$ cat src/rtl/rw_pkg.sv
package rw_pkg;
  localparam int EPN_W   = 52;
  localparam int PID_W   = 32;
  localparam int PTB_W   = 44;
  localparam int SZ_W    = 5;
  localparam int SH_W    = 6;
  localparam int ENT_W   = 64;
  localparam int BASE_W  = 48;
  localparam int FLT_W   = 3;
  localparam int MIN_SZ  = 5;
  localparam int MAX_SZ  = 16;
  localparam int SEG_OFS = 19;

  // entry bit positions
  localparam int E_VALID = 63;
  localparam int E_LEAF  = 62;

  typedef enum logic [1:0] {
    ST_IDLE = 2'd0,
    ST_PRT  = 2'd1,
    ST_SEG  = 2'd2,
    ST_DIR  = 2'd3
  } walk_st_t;

  localparam logic [FLT_W-1:0] FLT_NONE = 3'b000;
  localparam logic [FLT_W-1:0] FLT_SEG  = 3'b001;
  localparam logic [FLT_W-1:0] FLT_BAD  = 3'b010;
  localparam logic [FLT_W-1:0] FLT_NOPT = 3'b100;
endpackage

$ cat src/rtl/rw_rst_sync.sv
module rw_rst_sync (
  input  logic clk,
  input  logic rst_n,
  output logic rst_sync_n
);
  logic meta_q;

  always_ff @(posedge clk or negedge rst_n) begin
    if (!rst_n) begin
      meta_q     <= 1'b0;
      rst_sync_n <= 1'b0;
    end else begin
      meta_q     <= 1'b1;
      rst_sync_n <= meta_q;
    end
  end
endmodule

$ cat src/rtl/rw_prt_addr.sv
module rw_prt_addr
  import rw_pkg::*;
(
  input  logic             pid_zero,
  input  logic [PID_W-1:0] pid,
  input  logic [PTB_W-1:0] ptb,
  input  logic [SZ_W-1:0]  pts,
  output logic [63:0]      prt_addr
);
  localparam int MW = 24;

  logic [MW-1:0]    msk;
  logic [PID_W-1:0] eff_pid;

  always_comb begin
    for (int i = 0; i < MW; i++) msk[i] = (SZ_W'(i) < pts);
  end

  assign eff_pid  = pid_zero ? '0 : pid;
  assign prt_addr = {8'h00, ptb[PTB_W-1:MW],
                     (ptb[MW-1:0] & ~msk) | (eff_pid[31:8] & msk),
                     eff_pid[7:0], 4'h0};
endmodule

$ cat src/rtl/rw_seg_check.sv
module rw_seg_check
  import rw_pkg::*;
(
  input  logic [32:0]     hi_bits,   // address bits 63..31
  input  logic [SH_W-1:0] tree_sz,
  input  logic [SZ_W-1:0] dir_sz,
  output logic            seg_err,
  output logic            bad_root,
  output logic [SH_W-1:0] new_shift
);
  logic [30:0]     msk;
  logic [SH_W-1:0] limit;

  always_comb begin
    for (int i = 0; i < 31; i++) msk[i] = (SH_W'(i) < tree_sz);
  end

  assign limit     = tree_sz + SH_W'(SEG_OFS);
  assign seg_err   = (hi_bits[32] != hi_bits[31]) | (|(hi_bits[30:0] & ~msk));
  assign bad_root  = (dir_sz < SZ_W'(MIN_SZ)) | (dir_sz > SZ_W'(MAX_SZ)) |
                     ({1'b0, dir_sz} > limit);
  assign new_shift = limit - {1'b0, dir_sz};
endmodule

$ cat src/rtl/rw_pde_addr.sv
module rw_pde_addr
  import rw_pkg::*;
(
  input  logic [BASE_W-1:0] base,   // base bits 55..8
  input  logic [47:0]       vpn,    // address bits 59..12
  input  logic [SH_W-1:0]   shift,
  input  logic [SZ_W-1:0]   size,
  output logic [63:0]       pde_addr
);
  localparam int IW = 16;

  logic [IW-1:0] msk;
  logic [IW-1:0] idx;
  logic [IW-1:0] fld;

  always_comb begin
    for (int i = 0; i < IW; i++) msk[i] = (SZ_W'(i) < size);
  end

  assign idx      = IW'(vpn >> shift);
  assign fld      = {base[10:0], 5'b00000};
  assign pde_addr = {8'h00, base[BASE_W-1:11], (fld & ~msk) | (idx & msk), 3'b000};
endmodule

$ cat src/rtl/rw_walker.sv
module rw_walker
  import rw_pkg::*;
#(
  parameter int MAX_LEVELS = 4
) (
  input  logic             clk,
  input  logic             rst_n,
  input  logic             req_valid,
  input  logic [EPN_W-1:0] req_epn,
  input  logic [PID_W-1:0] req_pid,
  input  logic [PTB_W-1:0] req_ptb,
  input  logic [SZ_W-1:0]  req_pts,
  output logic             req_ready,
  output logic             mem_rd,
  output logic [63:0]      mem_addr,
  input  logic             mem_ack,
  input  logic [ENT_W-1:0] mem_rdata,
  output logic             done,
  output logic [FLT_W-1:0] fault,
  output logic [ENT_W-1:0] leaf_pte,
  output logic [SH_W-1:0]  final_shift
);
  localparam int LVL_W = $clog2(MAX_LEVELS + 1);

  logic rst_i_n;
  rw_rst_sync u_rst (.clk(clk), .rst_n(rst_n), .rst_sync_n(rst_i_n));

  walk_st_t          st_q, st_d;
  logic [EPN_W-1:0]  epn_q;
  logic [PID_W-1:0]  pid_q;
  logic [PTB_W-1:0]  ptb_q;
  logic [SZ_W-1:0]   pts_q;
  logic [SH_W-1:0]   shift_q, shift_d;
  logic [SZ_W-1:0]   size_q, size_d;
  logic [BASE_W-1:0] base_q, base_d;
  logic [LVL_W-1:0]  lvl_q, lvl_d;
  logic              done_q, done_d;
  logic [FLT_W-1:0]  fault_q, fault_d;
  logic [ENT_W-1:0]  pte_q, pte_d;

  logic              take_req;
  logic [63:0]       prt_addr, pde_addr;
  logic              seg_err, bad_root;
  logic [SH_W-1:0]   seg_shift;
  logic [SZ_W-1:0]   ent_size;
  logic [SZ_W-1:0]   root_tree;
  logic              bad_next, lvl_full;

  assign take_req  = req_valid & (st_q == ST_IDLE);
  assign ent_size  = mem_rdata[SZ_W-1:0];
  assign root_tree = {mem_rdata[7:5], mem_rdata[62:61]};
  assign bad_next  = (ent_size < SZ_W'(MIN_SZ)) | (ent_size > SZ_W'(MAX_SZ)) |
                     ({1'b0, ent_size} > shift_q);
  assign lvl_full  = (lvl_q == LVL_W'(MAX_LEVELS));

  rw_prt_addr u_prt (
    .pid_zero(epn_q[EPN_W-1]), .pid(pid_q), .ptb(ptb_q), .pts(pts_q),
    .prt_addr(prt_addr)
  );

  rw_seg_check u_seg (
    .hi_bits(epn_q[EPN_W-1:EPN_W-33]), .tree_sz(shift_q), .dir_sz(size_q),
    .seg_err(seg_err), .bad_root(bad_root), .new_shift(seg_shift)
  );

  rw_pde_addr u_pde (
    .base(base_q), .vpn(epn_q[47:0]), .shift(shift_q), .size(size_q),
    .pde_addr(pde_addr)
  );

  // next-state logic
  always_comb begin
    st_d    = st_q;
    shift_d = shift_q;
    size_d  = size_q;
    base_d  = base_q;
    lvl_d   = lvl_q;
    done_d  = 1'b0;
    fault_d = fault_q;
    pte_d   = pte_q;
    unique case (st_q)
      ST_IDLE: if (take_req) st_d = ST_PRT;
      ST_PRT: if (mem_ack) begin
        shift_d = {1'b0, root_tree};
        size_d  = ent_size;
        base_d  = mem_rdata[55:8];
        st_d    = ST_SEG;
      end
      ST_SEG: begin
        if (seg_err || bad_root) begin
          done_d  = 1'b1;
          fault_d = seg_err ? FLT_SEG : FLT_BAD;
          pte_d   = '0;
          st_d    = ST_IDLE;
        end else begin
          shift_d = seg_shift;
          lvl_d   = LVL_W'(1);
          st_d    = ST_DIR;
        end
      end
      ST_DIR: if (mem_ack) begin
        if (!mem_rdata[E_VALID]) begin
          done_d  = 1'b1;
          fault_d = FLT_NOPT;
          pte_d   = '0;
          st_d    = ST_IDLE;
        end else if (mem_rdata[E_LEAF]) begin
          done_d  = 1'b1;
          fault_d = FLT_NONE;
          pte_d   = mem_rdata;
          st_d    = ST_IDLE;
        end else if (bad_next || lvl_full) begin
          done_d  = 1'b1;
          fault_d = FLT_BAD;
          pte_d   = '0;
          st_d    = ST_IDLE;
        end else begin
          shift_d = shift_q - {1'b0, ent_size};
          size_d  = ent_size;
          base_d  = mem_rdata[55:8];
          lvl_d   = lvl_q + LVL_W'(1);
        end
      end
      default: st_d = ST_IDLE;
    endcase
  end

  // request capture, enabled on acceptance
  always_ff @(posedge clk or negedge rst_i_n) begin
    if (!rst_i_n) begin
      epn_q <= '0;
      pid_q <= '0;
      ptb_q <= '0;
      pts_q <= '0;
    end else if (take_req) begin
      epn_q <= req_epn;
      pid_q <= req_pid;
      ptb_q <= req_ptb;
      pts_q <= req_pts;
    end
  end

  // walk state registers
  always_ff @(posedge clk or negedge rst_i_n) begin
    if (!rst_i_n) begin
      st_q    <= ST_IDLE;
      shift_q <= '0;
      size_q  <= '0;
      base_q  <= '0;
      lvl_q   <= '0;
      done_q  <= 1'b0;
      fault_q <= FLT_NONE;
      pte_q   <= '0;
    end else begin
      st_q    <= st_d;
      shift_q <= shift_d;
      size_q  <= size_d;
      base_q  <= base_d;
      lvl_q   <= lvl_d;
      done_q  <= done_d;
      fault_q <= fault_d;
      pte_q   <= pte_d;
    end
  end

  assign req_ready   = (st_q == ST_IDLE);
  assign mem_rd      = (st_q == ST_PRT) | (st_q == ST_DIR);
  assign mem_addr    = (st_q == ST_PRT) ? prt_addr : pde_addr;
  assign done        = done_q;
  assign fault       = fault_q;
  assign leaf_pte    = pte_q;
  assign final_shift = shift_q;
endmodule

$ cat config.mk
export PLATFORM = sky130hd
export DESIGN_NAME = rw_walker
export DESIGN_NICKNAME = d
export VERILOG_FILES = /design/src/rtl/rw_pkg.sv /design/src/rtl/rw_rst_sync.sv /design/src/rtl/rw_prt_addr.sv /design/src/rtl/rw_seg_check.sv /design/src/rtl/rw_pde_addr.sv /design/src/rtl/rw_walker.sv
export SDC_FILE = /design/constraint.sdc
export NUM_CORES = 1
export LEC_CHECK = 0
export ABC_AREA = 1
export BUFFER_PORTS_ARGS = -buffer_cell sky130_fd_sc_hd__buf_4
export CAP_MARGIN = 10
export CORE_ASPECT_RATIO = 0.9
export CORE_MARGIN = 8
export CORE_UTILIZATION = 45
export DETAILED_ROUTE_END_ITERATION = 16
export PLACE_DENSITY = 0.74
export SLEW_MARGIN = 10
export SYNTH_ARGS = -nofsm -noshare
export SYNTH_HDL_FRONTEND = slang
export SYNTH_HIERARCHICAL = 1
export SYNTH_SLANG_ARGS = --single-unit
$ cat constraint.sdc
create_clock -name clk -period 9.5 [get_ports clk]
set_clock_uncertainty 0.2 [all_clocks]
set_input_delay 1.425 -clock clk [delete_from_list [all_inputs] [get_ports clk]]
set_output_delay 1.425 -clock clk [all_outputs]
set_load 0.005 [all_outputs]
After elaboration in Yosys (flattened, before gate mapping)
Index checks and enable logic that the tools add are counted.
{"block": "classes", "add_sub_neg": 4, "n_mul": 0, "div_mod_pow": 0, "magnitude_cmp": 77, "eq_ne": 14, "shifts": 1, "muxes": 54, "n_bitwise": 17, "n_reduce_logical": 12}
{"cell": "$mux 64", "count": 5}
{"cell": "$mux 48", "count": 5}
{"cell": "$pmux 64 s2", "count": 1}
{"cell": "$pmux 48 s2", "count": 1}
{"cell": "$lt 5x6->1 const A", "count": 15}
{"cell": "$lt 4x5->1 const A", "count": 16}
{"cell": "$mux 56", "count": 1}
{"cell": "$and 24x24->24", "count": 2}
{"cell": "$lt 4x6->1 const A", "count": 8}
{"cell": "$shr 48x6->16", "count": 1}
{"cell": "$lt 3x5->1 const A", "count": 8}
{"cell": "$lt 5x5->1 const A", "count": 8}
{"cell": "$mux 6", "count": 6}
{"cell": "$and 16x16->16", "count": 2}
{"cell": "$mux 32", "count": 1}
{"cell": "$and 31x31->31", "count": 1}
{"cell": "$not 31->31", "count": 1}
{"cell": "$reduce_or 31->1", "count": 1}
{"cell": "$mux 3", "count": 10}
{"cell": "$mux 5", "count": 5}
{"cell": "$lt 3x6->1 const A", "count": 4}
{"cell": "$not 24->24", "count": 1}
{"cell": "$or 24x24->24", "count": 1}
{"cell": "$lt 1x5->1 const A", "count": 4}
{"cell": "other kinds (34)", "count": 71}
{"block": "word_totals", "reg_bits": 267, "latch_bits": 0, "mem_bits_rw": 0, "romBits": 0, "input_bits": 201, "output_inout_bits": 140, "word_cells": 193, "memories": 0}

Longest topological paths before layout
{"block": "depth", "depth_word": 9, "depth_mapped": 19, "ltp_nobuf": 18}

By module
Netlist, hierarchy kept.
{"module": "rw_walker", "instances": 1, "cells_per_inst": 1247, "area_per_inst_um2": 11951.5, "seq_area_each_um2": 6606.3}
{"module": "rw_pde_addr", "instances": 1, "cells_per_inst": 657, "area_per_inst_um2": 3061.7, "seq_area_each_um2": 0.0}
{"module": "rw_prt_addr", "instances": 1, "cells_per_inst": 185, "area_per_inst_um2": 992.2, "seq_area_each_um2": 0.0}
{"module": "rw_seg_check", "instances": 1, "cells_per_inst": 170, "area_per_inst_um2": 822.0, "seq_area_each_um2": 0.0}
{"module": "rw_rst_sync", "instances": 1, "cells_per_inst": 3, "area_per_inst_um2": 53.8, "seq_area_each_um2": 50.0}

Worst setup path before layout
OpenSTA, ideal clock, no wires.
{"block": "synth_path", "path_kind": "input to register", "from": "input port mem_rdata[0]", "to": "register base_q[41]", "setup_ns": 0.134, "arrival_time_ns": 2.933, "required_ns": 9.166, "path_slack_ns": 6.233, "path_stages": 12, "n_path_buf": 1, "path_cell_list": "ha_1 > inv_1 > fa_1 > nand2_1 > nand2_1 > nand3_2 > nand2_2 > nand2_1 > nand2_4 > nand2_4 > clkbuf_1 > o21ai_0"}
{"block": "synth_via", "elab_chain_cells": 6, "word_cells_on_any_way": 8, "cone_classes": "order compare (3); eq/ne (1); bitwise (2); reduce/logical (2)"}
{"item": "start: declaration", "line": "rw_walker.sv:17", "rtl": "input logic [ENT_W-1:0] mem_rdata,"}
{"item": "$lt 5x3->1 / $gt 5x5->1 (equally long branches)", "line": "rw_walker.sv:52", "rtl": "assign bad_next = (ent_size < SZ_W'(MIN_SZ)) | (ent_size > SZ_W'(MAX_SZ)) |"}
{"item": "$or 1x1->1", "line": "rw_walker.sv:52"}
{"item": "$or 1x1->1 (*)", "line": "rw_walker.sv:52"}
{"item": "$logic_or 1x1->1 (*)", "line": "rw_walker.sv:112", "rtl": "end else if (bad_next || lvl_full) begin"}
{"item": "$ne 2x2->1 (no line) (*)"}
{"item": "$reduce_and 6->1 (no line) (*)"}
{"item": "end signal: assignment", "line": "rw_walker.sv:158", "rtl": "base_q <= base_d;"}
{"item": "end: declaration", "line": "rw_walker.sv:35", "rtl": "logic [BASE_W-1:0] base_q, base_d;"}
Every way passes the cells marked *; elsewhere a longest branch is shown, timed or not.
A chain may end at the register's enable or synchronous reset.

Worst setup path after layout
{"block": "layout_path", "from": "register shift_q[1], in the netlist final_shift[1]", "to": "output port mem_addr[8]"}
{"block": "layout_via", "elab_chain_cells": 4}
{"item": "start: declaration", "line": "rw_walker.sv:33", "rtl": "logic [SH_W-1:0] shift_q, shift_d;"}
{"item": "start signal: assignment", "line": "rw_walker.sv:156", "rtl": "shift_q <= shift_d;"}
{"item": "$shr 48x6->16", "line": "rw_pde_addr.sv:20", "rtl": "assign idx = IW'(vpn >> shift);"}
{"item": "$and 16x16->16", "line": "rw_pde_addr.sv:22", "rtl": "assign pde_addr = {8'h00, base[BASE_W-1:11], (fld & ~msk) | (idx & msk), 3'b000};"}
{"item": "$or 16x16->16", "line": "rw_pde_addr.sv:22"}
{"item": "named net pde_addr[8]", "line": "rw_walker.sv:42", "rtl": "logic [63:0] prt_addr, pde_addr;"}
{"item": "$mux 56", "line": "rw_walker.sv:168", "rtl": "assign mem_addr = (st_q == ST_PRT) ? prt_addr : pde_addr;"}
{"item": "end: declaration", "line": "rw_walker.sv:15", "rtl": "output logic [63:0] mem_addr,"}
The timed path passes the listed nets, and every way through them passes these cells.

==> summary.txt <==
===============================================================================
Outcome                                                            complete, no violations
Total count of max-transition violations in the final report                  0
Top achievable clock speed                                              193 MHz
Filler cell count                                                          3541
Number of cell rows                                                          67
Aggregate global-route resource usage                                     24.5%
Detailed-routing iteration count for the pre-antenna-repair pass              5
Fraction of registers with async set or reset after synthesis              100%
Number of buffers inserted by post-CTS setup repair                           0
Largest net degree at the start of global routing                           173
Mean number of vias per cell                                               5.39
Power density cells                                                 357 nW/um^2
Final setup TNS                                                            0 ns
Slowest cell on crit path                                                 buf_4
Final setup violation count                                                   0
Yosys warns                                                                   6
Inserted Clock Buffers                                                       30
Count of nets left with antenna violations after detail routing               0
Die Outline Area                                                     44000 um^2
Max-capacitance violation count                                               0
Ordered cell list for the critical path                            buf_4 -> inv_2 -> nand3_1 -> nand3_1 -> nand2_1 -> nand2_1 -> nand2_1 -> inv_1 -> nand2_1 -> nand2_1 -> a21oi_1 -> nand2_1 -> nand2_1 -> buf_4
Final Hold Fails                                                              0
Total detailed-routing wirelength                                      55100 um
Unrepaired setup endpoints after global routing                              no
Port buffer count                                                           329
Cell count of the worst reg-to-reg path                                      17
Via Count                                                                 15900
First-iteration detailed-routing DRC count                                 1646
Post-synthesis average cell area                                      7.46 um^2
Worst-skew pair later-pin latency                                       0.57 ns
Final period util                                                         54.6%
Number of clock sinks seen by CTS                                           266
Worst path max stage delay                                              0.52 ns
Area of combinational cells with multiple inputs                      8320 um^2
Startpoint types                                                           flop
Critical path start-end classification                             flop to primary output
First-pass GRT wire length                                             86700 um
Post-Synthesis Cells                                                       2262
Number of nets in the finished design                                      2670
Fin crit period                                                         5.19 ns
Maximum buffer depth of the clock tree                                        3
Post-detailed-route DRC marker count                                          0
Number of non-filler instances in the completed layout                     2959
Number of buffers added to fix hold violations after cts                      0
Data required time of the critical path                                 7.88 ns
Synth unique cells                                                           50
Portion of the post-synthesis area used by sequential elements            39.4%
Maximum fanout along the worst path                                          53
Seq. cell area                                                        6660 um^2
Hpwl dp                                                                40000 um
Clock transition at the registers of the reported paths                 0.06 ns
Floorplan core area                                                  37100 um^2
# H-tree levels                                                               1
Overall die height                                                       200 um
Cell type with the highest occurrence count on the critical path        nand2_1
CP endpoint kind                                                   primary output
Effective utilization at floorplan                                        45.5%
Worst flop-to-flop path startpoint                                 final_shift[1]$_DFFE_PN0P_
Via count of the first global-routing pass                                15900
Residual overflow from global routing                                         0
CTS tree                                                                   done
Mapped cell area                                                     16900 um^2
Arrival time of the worst setup path                                    3.56 ns
Area growth from synthesis to final layout                                17.5%
Detailed-route wire length per cell                                     18.6 um
Slew margin rel.                                                          18.8%
Die width                                                                220 um
FF-to-FF setup slack                                                    4.76 ns
R2r endpoint                                                       leaf_pte[9]$_DFFE_PN0P_
Post-CTS Resized                                                              0
Cell Count Post-Placement                                                  2904
Worst hold path type                                               flop to asynchronous set/reset pin
Leakage                                                                 10.7 nW
Num ports                                                                   341
Share of post-route cells with drive strength above 1                     23.0%
Post-synthesis sequential element count                                     266
Master cell of the clock root buffer                                  clkbuf_16
Peak ir drop on the vdd network                                        0.210 mV
Predominant post-synthesis flop cell                                    dfrtp_1
Final RePlAce weighted congestion                                         0.955
Slew at the pin with the worst max-slew slack                           1.22 ns
EDFF count, synth                                                             0
Initial antenna violation count                                               0
===============================================================================
sequential cells by signal, indices dropped and copies added (netlist names), 2 cells and up:
| signal | flops |
|---|---|
| leaf_pte | 63 |
| ptb_q | 44 |
| fault | 3 |
| final_shift | 6 |
| epn_q | 52 |
| lvl_q | 3 |
| st_q | 2 |
| pts_q | 5 |
| size_q | 5 |
| base_q | 48 |
| pid_q | 32 |
worst max path at each step:
stage	startpoint	to	slack [ns]	depth (start not counted)
after floorplan	u_rst/rst_sync_n$_DFF_PN0_	base_q[0]$_DFFE_PN0P_	1.34	0
after global placement	final_shift[1]$_DFFE_PN0P_	leaf_pte[9]$_DFFE_PN0P_	4.87	17
after detailed placement	final_shift[1]$_DFFE_PN0P_	leaf_pte[9]$_DFFE_PN0P_	4.82	17
after CTS	final_shift[1]$_DFFE_PN0P_	mem_addr[8]	4.35	14
after global routing	final_shift[1]$_DFFE_PN0P_	mem_addr[8]	4.00	14
final	final_shift[1]$_DFFE_PN0P_	mem_addr[8]	4.31	14
logic make-up after synthesis:
logic type | Yosys count | share of synthesized area, %
other cells | 3 | 0.0667
simple gates | 1315 | 33.4
fa+ha+maj | 16 | 1.27
compound gates | 142 | 4.62
xor+xnor | 8 | 0.415
buf+inv | 379 | 11.9
flops | 266 | 39.4
mux | 133 | 8.87
cell usage in the layout (no fill, tap or decap), types with 7 or more instances in the layout:
cell type and count:
nand2_1 781, buf_4 342, nand3_1 273, dfrtp_1 265
inv_1 158, nor2_1 148, mux2_2 133, nand4_1 77
o21ai_0 57, a21oi_1 39, clkbuf_16 31, conb_1 24
o21ai_1 21, ha_1 14, inv_2 12, clkbuf_1 9
nor2_2 7, xor2_1 7
power breakdown:
part / switching (mW) / total [mW] / leakage (nW) / internal [mW]
sequential: 0.447 / 2.02 / 3.31 / 1.58
combinational: 2.36 / 3.86 / 6.86 / 1.50
clock: 0.480 / 1.20 / 0.495 / 0.717
total: 3.28 / 7.07 / 10.7 / 3.79
per-layer routing:
metal,track usage [%],up-vias,wire (um)
li1,-,7597,-
met1,34.0,7570,24100
met2,38.1,667,24900
met3,5.21,104,4300
met4,8.00,0,1850
met5,0,-,0
Yosys cell counts, types with 3 or more instances:
cell,n,area (um^2)
xor2_1,7,61.3
buf_6,23,259
buf_4,91,683
buf_1,8,30.0
buf_2,56,280
nand2_4,4,45.0
nand3b_1,3,22.5
nand2_1,781,2930
nand3_1,273,1370
dfrtp_1,266,6660
o211ai_1,3,22.5
a31oi_1,5,31.3
o21ai_1,21,105
inv_2,12,45.0
ha_1,14,175
a21boi_0,3,22.5
nand2_2,5,31.3
nor2_2,8,50.1
mux2_2,133,1500
nand4_1,77,482
nor2_1,149,559
clkbuf_1,27,101
o21ai_0,57,285
conb_1,3,11.3
a21oi_1,39,195
inv_1,158,593
layout make-up:
class                   instances  area share, %
repair buffers                343           13.0
clock buffers                  45           4.43
well taps                     483           3.05
multi-input cells            1638           41.9
clock inverters                 9          0.662
inverters                     174           3.33
flip-flops and latches        266           33.6
diodes                          1         0.0126
worst max-delay path: cells and delay by family (launching register included):
kind,cells,cell delay (ns)
buffers and inverters,4,1.18
AO/OA/AOI/OAI,1,0.29
flip-flops,1,0.44
AND/OR/NAND/NOR,9,1.02
metrics by stage:
stage	hold WS, ns	worst slack (ns)	util (%)	area [um^2]	power [mW]
after floorplan	0.131	1.34	-	17000	4.74
after global placement	0.0302	4.87	50.7	18800	5.77
after detailed placement	0.0355	4.82	50.7	18800	5.83
after CTS	0.0399	4.35	53.4	19800	7.06
after global routing	0.0636	4.00	53.4	19800	7.67
final	0.0287	4.31	53.4	19800	7.07
Note: power is estimated with default switching activity, not from simulation.
